--- src/rtl/lkx_pkg.sv ---
`timescale 1ns/1ps
package lkx_pkg;
  typedef enum logic [1:0] {ST_PARSE, ST_HOLD, ST_DRAIN} lkx_state_e;
  localparam logic [15:0] ETH_VLAN = 16'h8100;
  localparam int ETH_TYPE_OFF = 12;
  localparam int ETH_HL_PLAIN = 14;
  localparam int ETH_HL_TAG   = 18;
endpackage

--- src/rtl/lkx_lane.sv ---
`timescale 1ns/1ps
// Classifies one 16-bit lane by its byte offset relative to the IP header.
module lkx_lane #(
  parameter int OFF_W = 11
) (
  input  logic [OFF_W-1:0] off_i,
  input  logic [OFF_W-1:0] eh_i,
  input  logic [OFF_W-1:0] hl_i,
  output logic             hdr_o,
  output logic             frag_o,
  output logic             proto_o,
  output logic             dah_o,
  output logic             dal_o,
  output logic             dport_o
);
  logic [OFF_W-1:0] ipoff;
  logic             past;

  assign past  = off_i >= eh_i;
  assign ipoff = off_i - eh_i;

  assign hdr_o   = past && (ipoff < hl_i);
  assign frag_o  = past && (ipoff == OFF_W'(6));
  assign proto_o = past && (ipoff == OFF_W'(8));
  assign dah_o   = past && (ipoff == OFF_W'(16));
  assign dal_o   = past && (ipoff == OFF_W'(18));
  assign dport_o = past && (ipoff == hl_i + OFF_W'(2));
endmodule

--- src/rtl/lkx_csum.sv ---
`timescale 1ns/1ps
// Running ones' complement sum over selected lanes; ok_o reflects the sum including the current word.
module lkx_csum #(
  parameter int LANES = 4,
  parameter int ACC_W = 24,
  localparam int DATA_W = LANES * 16
) (
  input  logic              clk_i,
  input  logic              rst_ni,
  input  logic              en_i,
  input  logic              clr_i,
  input  logic [LANES-1:0]  lane_en_i,
  input  logic [DATA_W-1:0] data_i,
  output logic              ok_o
);
  logic [ACC_W-1:0] acc_q, sum_c;
  logic [16:0]      fold1;
  logic [15:0]      fold2;

  always_comb begin
    sum_c = clr_i ? '0 : acc_q;
    for (int m = 0; m < LANES; m++) begin
      if (lane_en_i[m]) sum_c = sum_c + ACC_W'(data_i[DATA_W-1-16*m -: 16]);
    end
  end

  assign fold1 = {1'b0, sum_c[15:0]} + 17'(sum_c[ACC_W-1:16]);
  assign fold2 = fold1[15:0] + 16'(fold1[16]);
  assign ok_o  = fold2 == 16'hFFFF;

  always_ff @(posedge clk_i or negedge rst_ni) begin
    if (!rst_ni)   acc_q <= '0;
    else if (en_i) acc_q <= sum_c;
  end
endmodule

--- src/rtl/ipv4_key_extract.sv ---
`timescale 1ns/1ps
module ipv4_key_extract import lkx_pkg::*; #(
  parameter int          DATA_W    = 64,
  parameter int          PORT_W    = 4,
  parameter int          LEN_W     = 16,
  parameter int          CNT_W     = 8,
  parameter logic [3:0]  LINK_TYPE = 4'b0101,
  localparam int         KEY_W     = 4 + PORT_W + 32 + 8 + 16
) (
  input  logic              clk_i,
  input  logic              rst_ni,
  input  logic              in_valid_i,
  output logic              in_ready_o,
  input  logic [DATA_W-1:0] in_data_i,
  input  logic              in_last_i,
  input  logic [PORT_W-1:0] in_port_i,
  input  logic [LEN_W-1:0]  in_flen_i,
  output logic              out_valid_o,
  input  logic              out_ready_i,
  output logic [KEY_W-1:0]  out_key_o,
  output logic [7:0]        out_ehl_o,
  output logic [LEN_W-1:0]  out_flen_o,
  output logic              out_drop_o
);
  localparam int LANES = DATA_W / 16;
  localparam int BYTES = DATA_W / 8;
  localparam int SH    = $clog2(BYTES);
  localparam int OFF_W = CNT_W + SH;

  lkx_state_e         state_q;
  logic [CNT_W-1:0]   wcnt_q;
  logic [OFF_W-1:0]   eh_q;
  logic [3:0]         ihl_q, ver_q;
  logic               frag_q;
  logic [7:0]         proto_q;
  logic [31:0]        da_q;
  logic [PORT_W-1:0]  port_q;
  logic [LEN_W-1:0]   flen_q;
  logic               last_q;

  logic [KEY_W-1:0]   key_q;
  logic [7:0]         ehl_q;
  logic [LEN_W-1:0]   oflen_q;
  logic               drop_q;

  logic               beat, parse_beat, capture, first;
  logic [OFF_W-1:0]   wbase;
  logic [OFF_W-1:0]   lane_off [LANES];
  logic [15:0]        lane_hw  [LANES];

  logic [OFF_W-1:0]   eh_cur, hl_cur;
  logic [3:0]         ihl_cur, ver_cur;
  logic               ihl_bad;
  logic               frag_cur;
  logic [7:0]         proto_cur;
  logic [31:0]        da_cur;
  logic [15:0]        dport_cur;
  logic               dport_seen;
  logic [PORT_W-1:0]  port_cur;
  logic [LEN_W-1:0]   flen_cur;
  logic               csum_ok;

  logic [LANES-1:0]   hdr_hit, frag_hit, proto_hit, dah_hit, dal_hit, dport_hit;

  assign in_ready_o  = state_q != ST_HOLD;
  assign out_valid_o = state_q == ST_HOLD;
  assign beat        = in_valid_i && in_ready_o;
  assign parse_beat  = beat && (state_q == ST_PARSE);
  assign first       = wcnt_q == '0;
  assign wbase       = OFF_W'(wcnt_q) << SH;

  for (genvar m = 0; m < LANES; m++) begin : g_lane
    assign lane_off[m] = wbase + OFF_W'(2 * m);
    assign lane_hw[m]  = in_data_i[DATA_W-1-16*m -: 16];

    lkx_lane #(.OFF_W(OFF_W)) u_lane (
      .off_i   (lane_off[m]),
      .eh_i    (eh_cur),
      .hl_i    (hl_cur),
      .hdr_o   (hdr_hit[m]),
      .frag_o  (frag_hit[m]),
      .proto_o (proto_hit[m]),
      .dah_o   (dah_hit[m]),
      .dal_o   (dal_hit[m]),
      .dport_o (dport_hit[m])
    );
  end

  // Tag detection: lane holding the outer EtherType decides where IP begins.
  always_comb begin
    eh_cur = first ? OFF_W'(ETH_HL_PLAIN) : eh_q;
    for (int m = 0; m < LANES; m++) begin
      if (lane_off[m] == OFF_W'(ETH_TYPE_OFF))
        eh_cur = (lane_hw[m] == ETH_VLAN) ? OFF_W'(ETH_HL_TAG) : OFF_W'(ETH_HL_PLAIN);
    end
  end

  // Version / IHL may arrive in the same word as later header lanes.
  always_comb begin
    ihl_cur = first ? 4'd5 : ihl_q;
    ver_cur = first ? 4'd0 : ver_q;
    for (int m = 0; m < LANES; m++) begin
      if (lane_off[m] == eh_cur) begin
        ver_cur = lane_hw[m][15:12];
        ihl_cur = lane_hw[m][11:8];
      end
    end
    ihl_bad = ihl_cur < 4'd5;
    hl_cur  = ihl_bad ? OFF_W'(20) : OFF_W'({ihl_cur, 2'b00});
  end

  always_comb begin
    frag_cur   = first ? 1'b0  : frag_q;
    proto_cur  = first ? 8'h00 : proto_q;
    da_cur     = first ? '0    : da_q;
    dport_cur  = '0;
    dport_seen = 1'b0;
    for (int m = 0; m < LANES; m++) begin
      if (frag_hit[m])  frag_cur = frag_cur | lane_hw[m][13] | (|lane_hw[m][12:0]);
      if (proto_hit[m]) proto_cur = lane_hw[m][7:0];
      if (dah_hit[m])   da_cur[31:16] = lane_hw[m];
      if (dal_hit[m])   da_cur[15:0] = lane_hw[m];
      if (dport_hit[m]) begin
        dport_cur  = lane_hw[m];
        dport_seen = 1'b1;
      end
    end
  end

  assign port_cur = first ? in_port_i : port_q;
  assign flen_cur = first ? in_flen_i : flen_q;
  assign capture  = parse_beat && (dport_seen || in_last_i);

  lkx_csum #(.LANES(LANES)) u_csum (
    .clk_i     (clk_i),
    .rst_ni    (rst_ni),
    .en_i      (parse_beat),
    .clr_i     (first),
    .lane_en_i (hdr_hit),
    .data_i    (in_data_i),
    .ok_o      (csum_ok)
  );

  always_ff @(posedge clk_i or negedge rst_ni) begin
    if (!rst_ni) begin
      state_q <= ST_PARSE;
      wcnt_q  <= '0;
      eh_q    <= OFF_W'(ETH_HL_PLAIN);
      ihl_q   <= 4'd5;
      ver_q   <= 4'd0;
      frag_q  <= 1'b0;
      proto_q <= '0;
      da_q    <= '0;
      port_q  <= '0;
      flen_q  <= '0;
      last_q  <= 1'b0;
      key_q   <= '0;
      ehl_q   <= '0;
      oflen_q <= '0;
      drop_q  <= 1'b0;
    end else begin
      case (state_q)
        ST_PARSE: begin
          if (parse_beat) begin
            eh_q    <= eh_cur;
            ihl_q   <= ihl_cur;
            ver_q   <= ver_cur;
            frag_q  <= frag_cur;
            proto_q <= proto_cur;
            da_q    <= da_cur;
            port_q  <= port_cur;
            flen_q  <= flen_cur;
            if (wcnt_q != '1) wcnt_q <= wcnt_q + 1'b1;
            if (capture) begin
              key_q   <= {LINK_TYPE, port_cur, da_cur, proto_cur, dport_cur};
              ehl_q   <= 8'(eh_cur);
              oflen_q <= flen_cur;
              drop_q  <= !dport_seen || (ver_cur != 4'd4) || frag_cur || !csum_ok || ihl_bad;
              last_q  <= in_last_i;
              state_q <= ST_HOLD;
            end
          end
        end
        ST_HOLD: begin
          if (out_ready_i) begin
            wcnt_q  <= '0;
            state_q <= last_q ? ST_PARSE : ST_DRAIN;
          end
        end
        ST_DRAIN: begin
          if (beat && in_last_i) state_q <= ST_PARSE;
        end
        default: state_q <= ST_PARSE;
      endcase
    end
  end

  assign out_key_o  = key_q;
  assign out_ehl_o  = ehl_q;
  assign out_flen_o = oflen_q;
  assign out_drop_o = drop_q;
endmodule

--- config.mk ---
export PLATFORM = sky130hd
export DESIGN_NAME = ipv4_key_extract
export DESIGN_NICKNAME = d
export VERILOG_FILES = /design/src/rtl/lkx_pkg.sv /design/src/rtl/lkx_lane.sv /design/src/rtl/lkx_csum.sv /design/src/rtl/ipv4_key_extract.sv
export SDC_FILE = /design/constraint.sdc
export NUM_CORES = 1
export LEC_CHECK = 0
export CAP_MARGIN = 20
export CORE_UTILIZATION = 50
export DETAILED_ROUTE_END_ITERATION = 7
export PLACE_DENSITY = 0.72
export SYNTH_ARGS = -nofsm -noshare
export SYNTH_HDL_FRONTEND = slang
export SYNTH_SLANG_ARGS = --single-unit
--- constraint.sdc ---
create_clock -name clk_i -period 22.5 [get_ports clk_i]
set_clock_uncertainty 0.1 [all_clocks]
set_input_delay 3.375 -clock clk_i [delete_from_list [all_inputs] [get_ports clk_i]]
set_output_delay 3.375 -clock clk_i [all_outputs]
set_load 0.005 [all_outputs]
==> results.sh <==
export IMPL_worstPathMaxFanout=29
export IMPL_htree_levels=1
export IMPL_finalHoldViolCount=0
export IMPL_finalWirelength_um=67000
export IMPL_synth_edf_count=0
export IMPL_clkLatencyLatePin_ns=0.57
export IMPL_setup_slack_ns=2.87
export IMPL_fin_nets=2600
export IMPL_synthTopCellsByArea="dfrtp_1, nand2_1, ha_1"
export IMPL_clock_fmax_mhz=50.9
export IMPL_num_vias=18200
export IMPL_n_antenna_cell=0
export IMPL_slew_viol_final=0
export IMPL_status="finished clean"
export IMPL_worstPathRequired_ns=22.84
export IMPL_final_common_cell="nand2_1"
export IMPL_dr_pass1_iters=8
export IMPL_synthArstFlopShare=1.00
export IMPL_grt_max_degree=111
export IMPL_synth_warnings=0
export IMPL_power_density_nw_per_um2=119
export IMPL_dp_worst_setup_slack_ns=2.69
export IMPL_hpwlAfterDp_um=48200
export IMPL_syn_avg_cell_area_um2=7.76
export IMPL_critPathSlowestCell="nor3_1"
export IMPL_postLayoutCoreUtil=0.601
export IMPL_cp_start_kind="input pin"
export IMPL_ioPinCount=180
export IMPL_fp_coreArea_um2=34700
export IMPL_root_buffer="clkbuf_16"
export IMPL_ys_types=98
export IMPL_initial_core_util=0.510
export IMPL_post_route_min_period_ns=19.63
export IMPL_final_cell_mix="nand2_1, o21ai_0, dfrtp_1, nor2_1, clkdlybuf4s50_1"
export IMPL_avgRoutedWirePerCell_um=23.3
export IMPL_ant_nets=0
export IMPL_grt_pass1_wl_um=102000
export IMPL_worst_ep_arrival_time_ns=19.98
export IMPL_ir_worst_vdd_uv=71.6
export IMPL_cts_buffers=26
export IMPL_cts_tree="built"
export IMPL_setup_violations=0
export IMPL_drt_iter0_markers=1797
export IMPL_ys_ff_latch=201
export IMPL_synth_top_area_frac=0.277
export IMPL_drive_above_1_share=0.0908
export IMPL_fp_row_count=68
export IMPL_syn2layout_area_growth_pct=17.8
export IMPL_io_buffers=177
export IMPL_worst_path_most_repeated_cell="ha_1"
export IMPL_syn_area_um2=17700
export IMPL_timing_slew_headroom=0.279
export IMPL_grt_pass1_vias=17300
export IMPL_end_kind="register"
export IMPL_synth_flop_cell="dfrtp_1"
export IMPL_clock_sinks=201
export IMPL_grt_setup_unrepaired="no"
export IMPL_hp_class="register to register"
export IMPL_fp_dieW_um=190
export IMPL_worstSetupPathType="input pin to register"
export IMPL_p_leak_nw=9.11
export IMPL_ys_seq_area_frac=0.284
export IMPL_cts_path_max_buffers=3
export IMPL_globalplace_congestion=1.01
export IMPL_maxCapViolCount=0
export IMPL_regToRegSetupSlack_ns=5.70
export IMPL_vias_per_cell=6.33
export IMPL_cp_slowest_stage_delay_ns=0.87
export IMPL_die_y_um=190
export IMPL_p_total_mw=2.48
export IMPL_clkTransAtPathRegs_ns=0.06
export IMPL_synthCells=2282
export IMPL_cts_resized=0
export IMPL_yosysTopAreaCell="dfrtp_1"
export IMPL_dieArea_um2=36200
export IMPL_period_share=0.873
export IMPL_placed_area_um2=19900
export IMPL_route_detailed_drc=0
export IMPL_gr_total_overflow=0
export IMPL_ctsHoldBuffers=0
export IMPL_fin_setup_tns_ns=0
export IMPL_grt_usage=0.366
export IMPL_design_area_um2=20900
export IMPL_antenna_found_initial=0
export IMPL_cts_setup_buffers=0
export IMPL_worst_pin_slew_ns=1.07
power breakdown:
part           internal [mW]  switching (mW)
sequential             0.442          0.0501
clock                  0.262           0.176
combinational          0.605           0.944
total                   1.31            1.17
state kept, by name, summed over array words and instances, names as in the netlist:
register and cells:
out_drop_o 1, out_flen_o 16, frag_q 1, wcnt_q 8, ver_q 4, proto_q 8, u_csum.acc_q 24, last_q 1
out_key_o 61, ihl_q 4, port_q 4, eh_q 11, da_q 32, state_q 2, out_ehl_o 8, flen_q 16
path summary, 6_finish.rpt:
check                                 startpoint                   endpoint  cells after the start
hold / removal              ihl_q[2]$_DFFE_PN1P_       ihl_q[2]$_DFFE_PN1P_                      2
max in group asynchronous                 rst_ni   out_key_o[3]$_DFFE_PN0P_                      2
setup / recovery                   in_data_i[29]     out_drop_o$_DFFE_PN0P_                     68
setup reg to reg           wcnt_q[4]$_DFFE_PN0P_     out_drop_o$_DFFE_PN0P_                     67
hold reg to reg             ihl_q[2]$_DFFE_PN1P_       ihl_q[2]$_DFFE_PN1P_                      2
min in group asynchronous                 rst_ni  out_key_o[38]$_DFFE_PN0P_                      1
worst max-delay path, delay by kind of cell:
family / cells / cell delay (ns)
AND/OR/NAND/NOR: 25 / 6.84
AO/OA/AOI/OAI: 27 / 4.96
multiplexers: 1 / 0.28
adder cells (fa/ha/maj): 9 / 3.00
XOR/XNOR: 2 / 0.18
buffers and inverters: 4 / 1.30
routing by layer:
metal	share of wire	wire, µm	vias to the layer above	global-route usage
met5	0	0	-	0
met4	0.059	3940	0	0.189
met3	0.10	6740	236	0.0723
met2	0.44	29300	964	0.576
met1	0.40	27000	8585	0.476
li1	-	-	8433	-
cell type report:
class                           count  area, µm²
Timing Repair Buffer              217       2130
Multi-Input combinational cell   1892      12000
Tap cell                          455        569
Sequential cell                   201       5040
Fill cell                        3163      13900
Clock buffer                       33        727
Inverter                           66        248
Clock inverter                     13        163
synthesized netlist by cell type, types with 5 or more instances:
master / count
and3_1: 33
o21a_1: 15
mux2i_1: 60
a211o_1: 7
o211ai_1: 43
buf_1: 12
inv_1: 65
a22oi_1: 17
dfstp_2: 5
ha_1: 102
nand3_1: 67
a21o_1: 34
o31a_1: 8
a21boi_0: 5
nor3_1: 46
a21oi_1: 135
nand2_1: 393
nand4_1: 18
nor4_1: 21
or2_2: 23
xnor2_1: 62
a31oi_1: 46
o22ai_1: 7
and4_1: 5
o21bai_1: 16
fa_1: 5
clkbuf_1: 100
dfrtp_1: 196
and2_1: 28
nand2b_1: 20
xor2_1: 34
a211oi_1: 26
nor2_1: 192
nor2b_1: 13
o31ai_1: 11
a31o_2: 5
or3_1: 9
mux2_2: 61
buf_2: 7
o21ai_0: 229
kinds of logic (layout without fill, tap and decap cells):
kind of cell | count (synthesis) | in the layout | synth area share
XOR/XNOR | 98 | 98 | 0.0493
multiplexers | 124 | 124 | 0.0752
flip-flops | 201 | 201 | 0.284
buffers and inverters | 190 | 329 | 0.0421
other | 1 | 2 | 0.000212
AO/OA/AOI/OAI | 660 | 660 | 0.235
adder cells (fa/ha/maj) | 107 | 107 | 0.0777
AND/OR/NAND/NOR | 901 | 901 | 0.236
metrics by stage:
stage | std cells | hold WS (ns)
2_1_floorplan | 2283 | 0.338
3_3_place_gp | 2826 | 0.348
3_5_place_dp | 2827 | 0.356
4_1_cts | 2873 | 0.366
5_1_grt | 2877 | 0.381
6_report | 2877 | 0.368
(Power assumes the default switching activity.)
